===== src/rtl/arb_pkg.sv =====
package arb_pkg;

    // One bit per requester side.
    typedef struct packed {
        logic a;
        logic b;
    } pair_t;

    // Both NAND outputs high: no side holds the latch.
    localparam pair_t LATCH_IDLE = '{a: 1'b1, b: 1'b1};
    localparam pair_t PAIR_ZERO  = '{a: 1'b0, b: 1'b0};

    // One evaluation of the cross-coupled NAND pair, equal delay on both sides.
    function automatic pair_t nand_step(input pair_t req, input pair_t x);
        pair_t n;
        n.a = ~(req.a & x.b);
        n.b = ~(req.b & x.a);
        return n;
    endfunction

    function automatic logic nor4(input logic [3:0] v);
        return ~|v;
    endfunction

endpackage


===== src/rtl/arb_launch_sync.sv =====
module arb_launch_sync #(
    parameter int SYNC_STAGES = 2
) (
    input  logic clk,
    input  logic rst,
    input  logic launch_i,
    output logic cap_o
);
    localparam int LAST = SYNC_STAGES - 1;

    logic [SYNC_STAGES-1:0] sync_q;
    logic                   prev_q;

    genvar g;
    generate
        for (g = 0; g < SYNC_STAGES; g++) begin : g_stage
            if (g == 0) begin : g_first
                always_ff @(posedge clk) begin
                    if (rst) sync_q[g] <= 1'b0;
                    else     sync_q[g] <= launch_i;
                end
            end else begin : g_next
                always_ff @(posedge clk) begin
                    if (rst) sync_q[g] <= 1'b0;
                    else     sync_q[g] <= sync_q[g-1];
                end
            end
        end
    endgenerate

    always_ff @(posedge clk) begin
        if (rst) prev_q <= 1'b0;
        else     prev_q <= sync_q[LAST];
    end

    assign cap_o = sync_q[LAST] & ~prev_q;

    // a capture pulse is one clock wide
    p_single_pulse_r2: assert property (@(posedge clk) disable iff (rst)
        cap_o |=> !cap_o);

endmodule


===== src/rtl/arb_req_capture.sv =====
module arb_req_capture
    import arb_pkg::*;
(
    input  logic  clk,
    input  logic  rst,
    input  logic  cap_i,
    input  pair_t req_i,
    output pair_t req_q
);
    always_ff @(posedge clk) begin
        if (rst)        req_q <= PAIR_ZERO;
        else if (cap_i) req_q <= req_i;
    end

    p_capture_r2: assert property (@(posedge clk) disable iff (rst)
        cap_i |=> (req_q == $past(req_i)));

    p_hold_r2: assert property (@(posedge clk) disable iff (rst)
        !cap_i |=> $stable(req_q));

endmodule


===== src/rtl/arb_nand_core.sv =====
module arb_nand_core
    import arb_pkg::*;
(
    input  logic  clk,
    input  logic  rst,
    input  pair_t req_i,
    output pair_t x_q,
    output pair_t x_d
);
    pair_t x_next;

    always_comb x_next = nand_step(req_i, x_q);

    always_ff @(posedge clk) begin
        if (rst) begin
            x_q <= LATCH_IDLE;
            x_d <= LATCH_IDLE;
        end else begin
            x_q <= x_next;
            x_d <= x_q;
        end
    end

    // with no request held, the pair returns to idle
    p_idle_release_r11: assert property (@(posedge clk) disable iff (rst)
        (req_i == PAIR_ZERO) |=> (x_q == LATCH_IDLE));

    // a side that is held low while its request stays keeps it
    p_holder_keeps_r5: assert property (@(posedge clk) disable iff (rst)
        (req_i.a && !x_q.a && x_q.b) |=> (!x_q.a && x_q.b));

endmodule


===== src/rtl/arb_meta_filter.sv =====
module arb_meta_filter
    import arb_pkg::*;
#(
    parameter bit FILTER_EN = 1'b1
) (
    input  pair_t x_i,
    input  pair_t xd_i,
    output pair_t grant_o
);
    generate
        if (FILTER_EN) begin : g_filter
            always_comb begin
                grant_o.a = nor4({x_i.a, ~x_i.b, xd_i.a, ~xd_i.b});
                grant_o.b = nor4({x_i.b, ~x_i.a, xd_i.b, ~xd_i.a});
            end
        end else begin : g_raw
            logic unused_d;
            assign unused_d = ^xd_i;
            always_comb begin
                grant_o.a = ~x_i.a;
                grant_o.b = ~x_i.b;
            end
        end
    endgenerate

endmodule


===== src/rtl/arb_fail_latch.sv =====
module arb_fail_latch
    import arb_pkg::*;
(
    input  logic  clk,
    input  logic  rst,
    input  logic  clr_i,
    input  pair_t grant_i,
    output logic  fail_o
);
    logic both_hi;

    always_comb both_hi = grant_i.a & grant_i.b;

    always_ff @(posedge clk) begin
        if (rst)          fail_o <= 1'b0;
        else if (clr_i)   fail_o <= 1'b0;
        else if (both_hi) fail_o <= 1'b1;
    end

    p_clear_r9: assert property (@(posedge clk) disable iff (rst)
        clr_i |=> !fail_o);

    p_set_r8: assert property (@(posedge clk) disable iff (rst)
        (grant_i.a && grant_i.b && !clr_i) |=> fail_o);

    p_sticky_r8: assert property (@(posedge clk) disable iff (rst)
        (fail_o && !clr_i) |=> fail_o);

endmodule


===== src/rtl/arb_mutex_harness.sv =====
module arb_mutex_harness
    import arb_pkg::*;
#(
    parameter int SYNC_STAGES = 2,
    parameter bit FILTER_EN   = 1'b1
) (
    input  logic clk,
    input  logic rst,
    input  logic launch_i,
    input  logic req_a_i,
    input  logic req_b_i,
    output logic grant_a_o,
    output logic grant_b_o,
    output logic fail_o
);
    logic  cap;
    pair_t req_in;
    pair_t req_q;
    pair_t x_q;
    pair_t x_d;
    pair_t grant;

    always_comb begin
        req_in.a = req_a_i;
        req_in.b = req_b_i;
    end

    arb_launch_sync #(.SYNC_STAGES(SYNC_STAGES)) u_sync (
        .clk      (clk),
        .rst      (rst),
        .launch_i (launch_i),
        .cap_o    (cap)
    );

    arb_req_capture u_cap (
        .clk   (clk),
        .rst   (rst),
        .cap_i (cap),
        .req_i (req_in),
        .req_q (req_q)
    );

    arb_nand_core u_core (
        .clk   (clk),
        .rst   (rst),
        .req_i (req_q),
        .x_q   (x_q),
        .x_d   (x_d)
    );

    arb_meta_filter #(.FILTER_EN(FILTER_EN)) u_filt (
        .x_i     (x_q),
        .xd_i    (x_d),
        .grant_o (grant)
    );

    arb_fail_latch u_fail (
        .clk     (clk),
        .rst     (rst),
        .clr_i   (cap),
        .grant_i (grant),
        .fail_o  (fail_o)
    );

    assign grant_a_o = grant.a;
    assign grant_b_o = grant.b;

    generate
        if (FILTER_EN) begin : g_excl_chk
            // filtered grants never overlap
            p_grant_excl_r7: assert property (@(posedge clk) disable iff (rst)
                !(grant_a_o && grant_b_o));
            // a grant needs its latch side low on the previous clock too
            p_two_sample_r10: assert property (@(posedge clk) disable iff (rst)
                $rose(grant_a_o) |-> ($past(x_q.b) && !$past(x_q.a)));
        end
    endgenerate

endmodule


===== config.mk =====
export PLATFORM = sky130hd
export DESIGN_NAME = arb_mutex_harness
export DESIGN_NICKNAME = d
export VERILOG_FILES = /design/src/rtl/arb_pkg.sv /design/src/rtl/arb_launch_sync.sv /design/src/rtl/arb_req_capture.sv /design/src/rtl/arb_nand_core.sv /design/src/rtl/arb_meta_filter.sv /design/src/rtl/arb_fail_latch.sv /design/src/rtl/arb_mutex_harness.sv
export SDC_FILE = /design/constraint.sdc
export NUM_CORES = 1
export LEC_CHECK = 0
export BUFFER_PORTS_ARGS = -buffer_cell sky130_fd_sc_hd__buf_4
export CAP_MARGIN = 20
export CELL_PAD_IN_SITES_DETAIL_PLACEMENT = 1
export CELL_PAD_IN_SITES_GLOBAL_PLACEMENT = 1
export CORE_AREA = 2 2 39 41
export CTS_CLUSTER_SIZE = 24
export DETAILED_ROUTE_END_ITERATION = 8
export DIE_AREA = 0 0 41 43
export PLACE_DENSITY_LB_ADDON = 0.1
export SYNTH_ARGS = -nofsm -noshare
export SYNTH_HDL_FRONTEND = slang
export SYNTH_SLANG_ARGS = --single-unit

===== constraint.sdc =====
create_clock -name clk -period 1.1 [get_ports clk]
set_input_delay 0 -clock clk [delete_from_list [all_inputs] [get_ports clk]]
set_output_delay 0 -clock clk [all_outputs]
set_load 0.01 [all_outputs]

==> results by group <==
Power
  • Clk pwr share: 0.431
  • Net Sw Power: 0.138 mW
  • Comb pwr share: 0.057
  • Worst VDD drop: 784 µV
  • Sw Ratio: 0.187
  • Internal Power: about 0.6 mW
  • Sequential share of power: 0.512
  • Leak: around 0.21 nW
  • Cell Pwr Density: 1510 nW/µm²

Placed design
  • Placement-stage cell area: 433 µm²
  • Placer Congestion: a little under 0.6
  • Dpl ws: 0.343 ns
  • IO Port Bufs: 7
  • DP HPWL: slightly below 500 µm
  • Cells after DPL: 52

Clock tree
  • CTS Sinks: 10
  • Reg clk slew, reported paths: 0.07 ns
  • TritonCTS clock tree: done
  • CTS root buf: clkbuf_4
  • Clock buffer depth: 2
  • Post-CTS setup buffer count: 0
  • Num CTS Buffers: 3
  • Clock insertion delay at the later pin of the skew report: approximately 0.26 ns
  • Maximum level of the CTS H-tree: 1

Timing
  • Fmax: around 1000 MHz
  • RSZ-0062 raised after global routing: false
  • Period minus WS final: 0.988 ns
  • Endpoints failing hold: 0
  • Slew of the pin with the lowest slew margin: 0.155 ns
  • Max-slew violations: 0
  • Final setup TNS: 0 ns
  • Final worst setup slack: about 0.11 ns
  • # setup viols final: 0
  • Slew headroom: 0.896
  • Crit share post-route: 0.898
  • Layout Skew: between 0.004 and 0.005 ns

Critical path
  • Crit end category: output pin
  • Critical path arrival: 0.99 ns
  • CP startpoint: u_core.x_q[0]$_SDFF_PP1_
  • Crit path kind: reg -> out
  • Reg2reg setup slack: 0.36 ns
  • Crit-path max FO: 4
  • R2R Path Start: u_sync.sync_q[1]$_SDFF_PP0_
  • Slowest stage delay, CP: ~0.38 ns
  • Crit-path cells: nand2_1 -> nor3_1 -> buf_4
  • Critical path data required time: 1.10 ns
  • Reg2reg end: u_cap.req_q[1]$_SDFFE_PP0P_
  • Worst path slowest cell: dfxtp_1
  • CP Launch Type: flip-flop
  • Reg2Reg Depth: 2

Routing
  • Post-route DRC violation count: 0
  • WL per Instance: approximately 11 µm
  • Vias: 250
  • Detail Route Antenna Nets: 0
  • DR iter-0 viols: 4
  • Final wirelength: 626 µm
  • Pre-antenna DRT Iters: 2
  • Drt via density: approximately 4.3

Die
  • Die X: 41 µm
  • Initial Utilization: 0.269
  • Core footprint: between 1000 and 1500 µm²
  • Die ar.: around 1800 µm²
  • Die Y: about 43 µm
  • # IOs: 8
  • Row Count: 14

Min path
  • Hold Crit Endpoint: u_cap.req_q[1]$_SDFFE_PP0P_
  • Hold crit path type: in -> reg
  • Hold Crit Start: req_a_i
  • Worst hold path depth: 3

Synthesis
  • Synth warn: 0
  • Post-Synthesis Cells: 30
  • Mapped Nets: 35
  • Sequential share of the synthesized area: 0.539
  • Yosys cell types: 12
  • Average size of a mapped cell: 12.4 µm²
  • Register bit total from synthesis: 10
  • Cell area after synthesis: 372 µm²

Final layout
  • Final Cell Area: 490 µm²
  • Share of cells above drive strength 1: 0.476
  • Final Non-Filler Cells: 58
  • P&R area growth vs syn: 32.0%
  • Ant diodes: 0
  • Total Nets Final: 48

Global routing
  • Initial antenna violation count: 0
  • GR Overflow Total: 0
  • Largest net degree at the start of global routing: 13
  • Vias in the first global route: 268
  • First-pass GRT wire length: 1.10 mm
  • GRT Total Usage: 0.0997

Job
  • Max Cap Viol: 0

Run status
  • Status: finished, final reports clean
==> per-stage QoR <==
step / utilization / power, mW / hold slack, ns
after floorplan: - / 0.411 / 0.142
after global placement: 0.313 / 0.422 / 0.224
after detailed placement: 0.313 / 0.424 / 0.229
after CTS: 0.354 / 0.757 / 0.0418
after global routing: 0.354 / 0.789 / 0.0411
final: 0.354 / 0.740 / 0.0416
==> logic make-up (layout without fill, tap and decap cells) <==
logic type	Yosys count	count (layout)	share of synthesized area
AND/OR/NAND/NOR	17	17	0.384
flip-flops	10	10	0.539
AO/OA/AOI/OAI	2	2	0.0471
buffers and inverters	1	13	0.0303
==> power by group through the flow <==
| stage | Combinational [mW] | Sequential [mW] | Clock, mW |
|---|---|---|---|
| 4_1_cts | 0.0431 | 0.379 | 0.336 |
| 5_1_grt | 0.0468 | 0.379 | 0.363 |
| 3_3_place_gp | 0.0359 | 0.386 | 0 |
| 2_1_floorplan | 0.0262 | 0.385 | 0 |
| 6_report | 0.0421 | 0.378 | 0.319 |
| 3_5_place_dp | 0.0374 | 0.387 | 0 |
==> state kept, by name (all words and copies together), names as in the netlist <==
name           flops
u_cap.req_q        2
u_core.x_d         2
u_core.x_q         2
u_fail.fail_o      1
u_sync.prev_q      1
u_sync.sync_q      2
==> layer usage <==
metal	part of all wire	routed length (µm)	global-route usage	up-vias
met4	0	0	0.0400	0
li1	-	-	-	124
met5	0	0	0	-
met3	0.064	40	0.0785	0
met2	0.53	334	0.144	7
met1	0.40	251	0.104	119
==> repair_timing <==
| item | CTS | global route |
|---|---|---|
| hold buffers | 2 | 0 |
| endpoints found under the hold margin | 2 | 0 |
| gates resized for setup | 0 | 1 |
| setup endpoints to repair | 0 | 1 |
==> Yosys cell counts, drive strengths merged <==
master / instances / area [µm²]
and2b: 3 / 26.3
buf: 1 / 11.3
dfxtp: 10 / 200
nand2: 2 / 7.51
nand2b: 2 / 27.5
nand3b: 2 / 15.0
nand4bb: 2 / 22.5
nor2b: 1 / 13.8
nor3: 2 / 10.0
nor3b: 1 / 7.51
o21ai: 2 / 17.5
or2: 2 / 12.5
==> how the worst max path moves through the flow <==
stage / end
5_1_grt: grant_a_o
2_1_floorplan: u_cap.req_q[0]$_SDFFE_PP0P_
3_3_place_gp: u_cap.req_q[1]$_SDFFE_PP0P_
3_5_place_dp: u_cap.req_q[0]$_SDFFE_PP0P_
6_report: grant_a_o
4_1_cts: grant_a_o
==> critical path: cells and delay by family (launching register included) <==
| family | cells | cell delay (ns) |
|---|---|---|
| flip-flops | 1 | 0.38 |
| AND/OR/NAND/NOR | 2 | 0.20 |
| buffers and inverters | 1 | 0.15 |
==> placed cells by master (no fill, tap or decap) <==
| master | count |
|---|---|
| dfxtp_1 | 9 |
| buf_4 | 7 |
| and2b_2 | 3 |
| clkbuf_4 | 3 |
| nand2_1 | 2 |
| nor3_1 | 2 |
| or2_1 | 2 |
| nand3b_1 | 2 |
| nand2b_4 | 2 |
| nand4bb_1 | 2 |
| o21ai_2 | 2 |
| dlygate4sd3_1 | 2 |
| nor2b_4 | 1 |
| nor3b_1 | 1 |
| clkbuf_8 | 1 |
| dfxtp_2 | 1 |
==> final cells by class <==
cell class	count	area, µm²
Clock buffer	4	36.3
Fill cell	159	893
Multi-Input combinational cell	19	160
Sequential cell	10	201
Tap cell	16	20.0
Timing Repair Buffer	9	72.6
(Power assumes the default switching activity.)
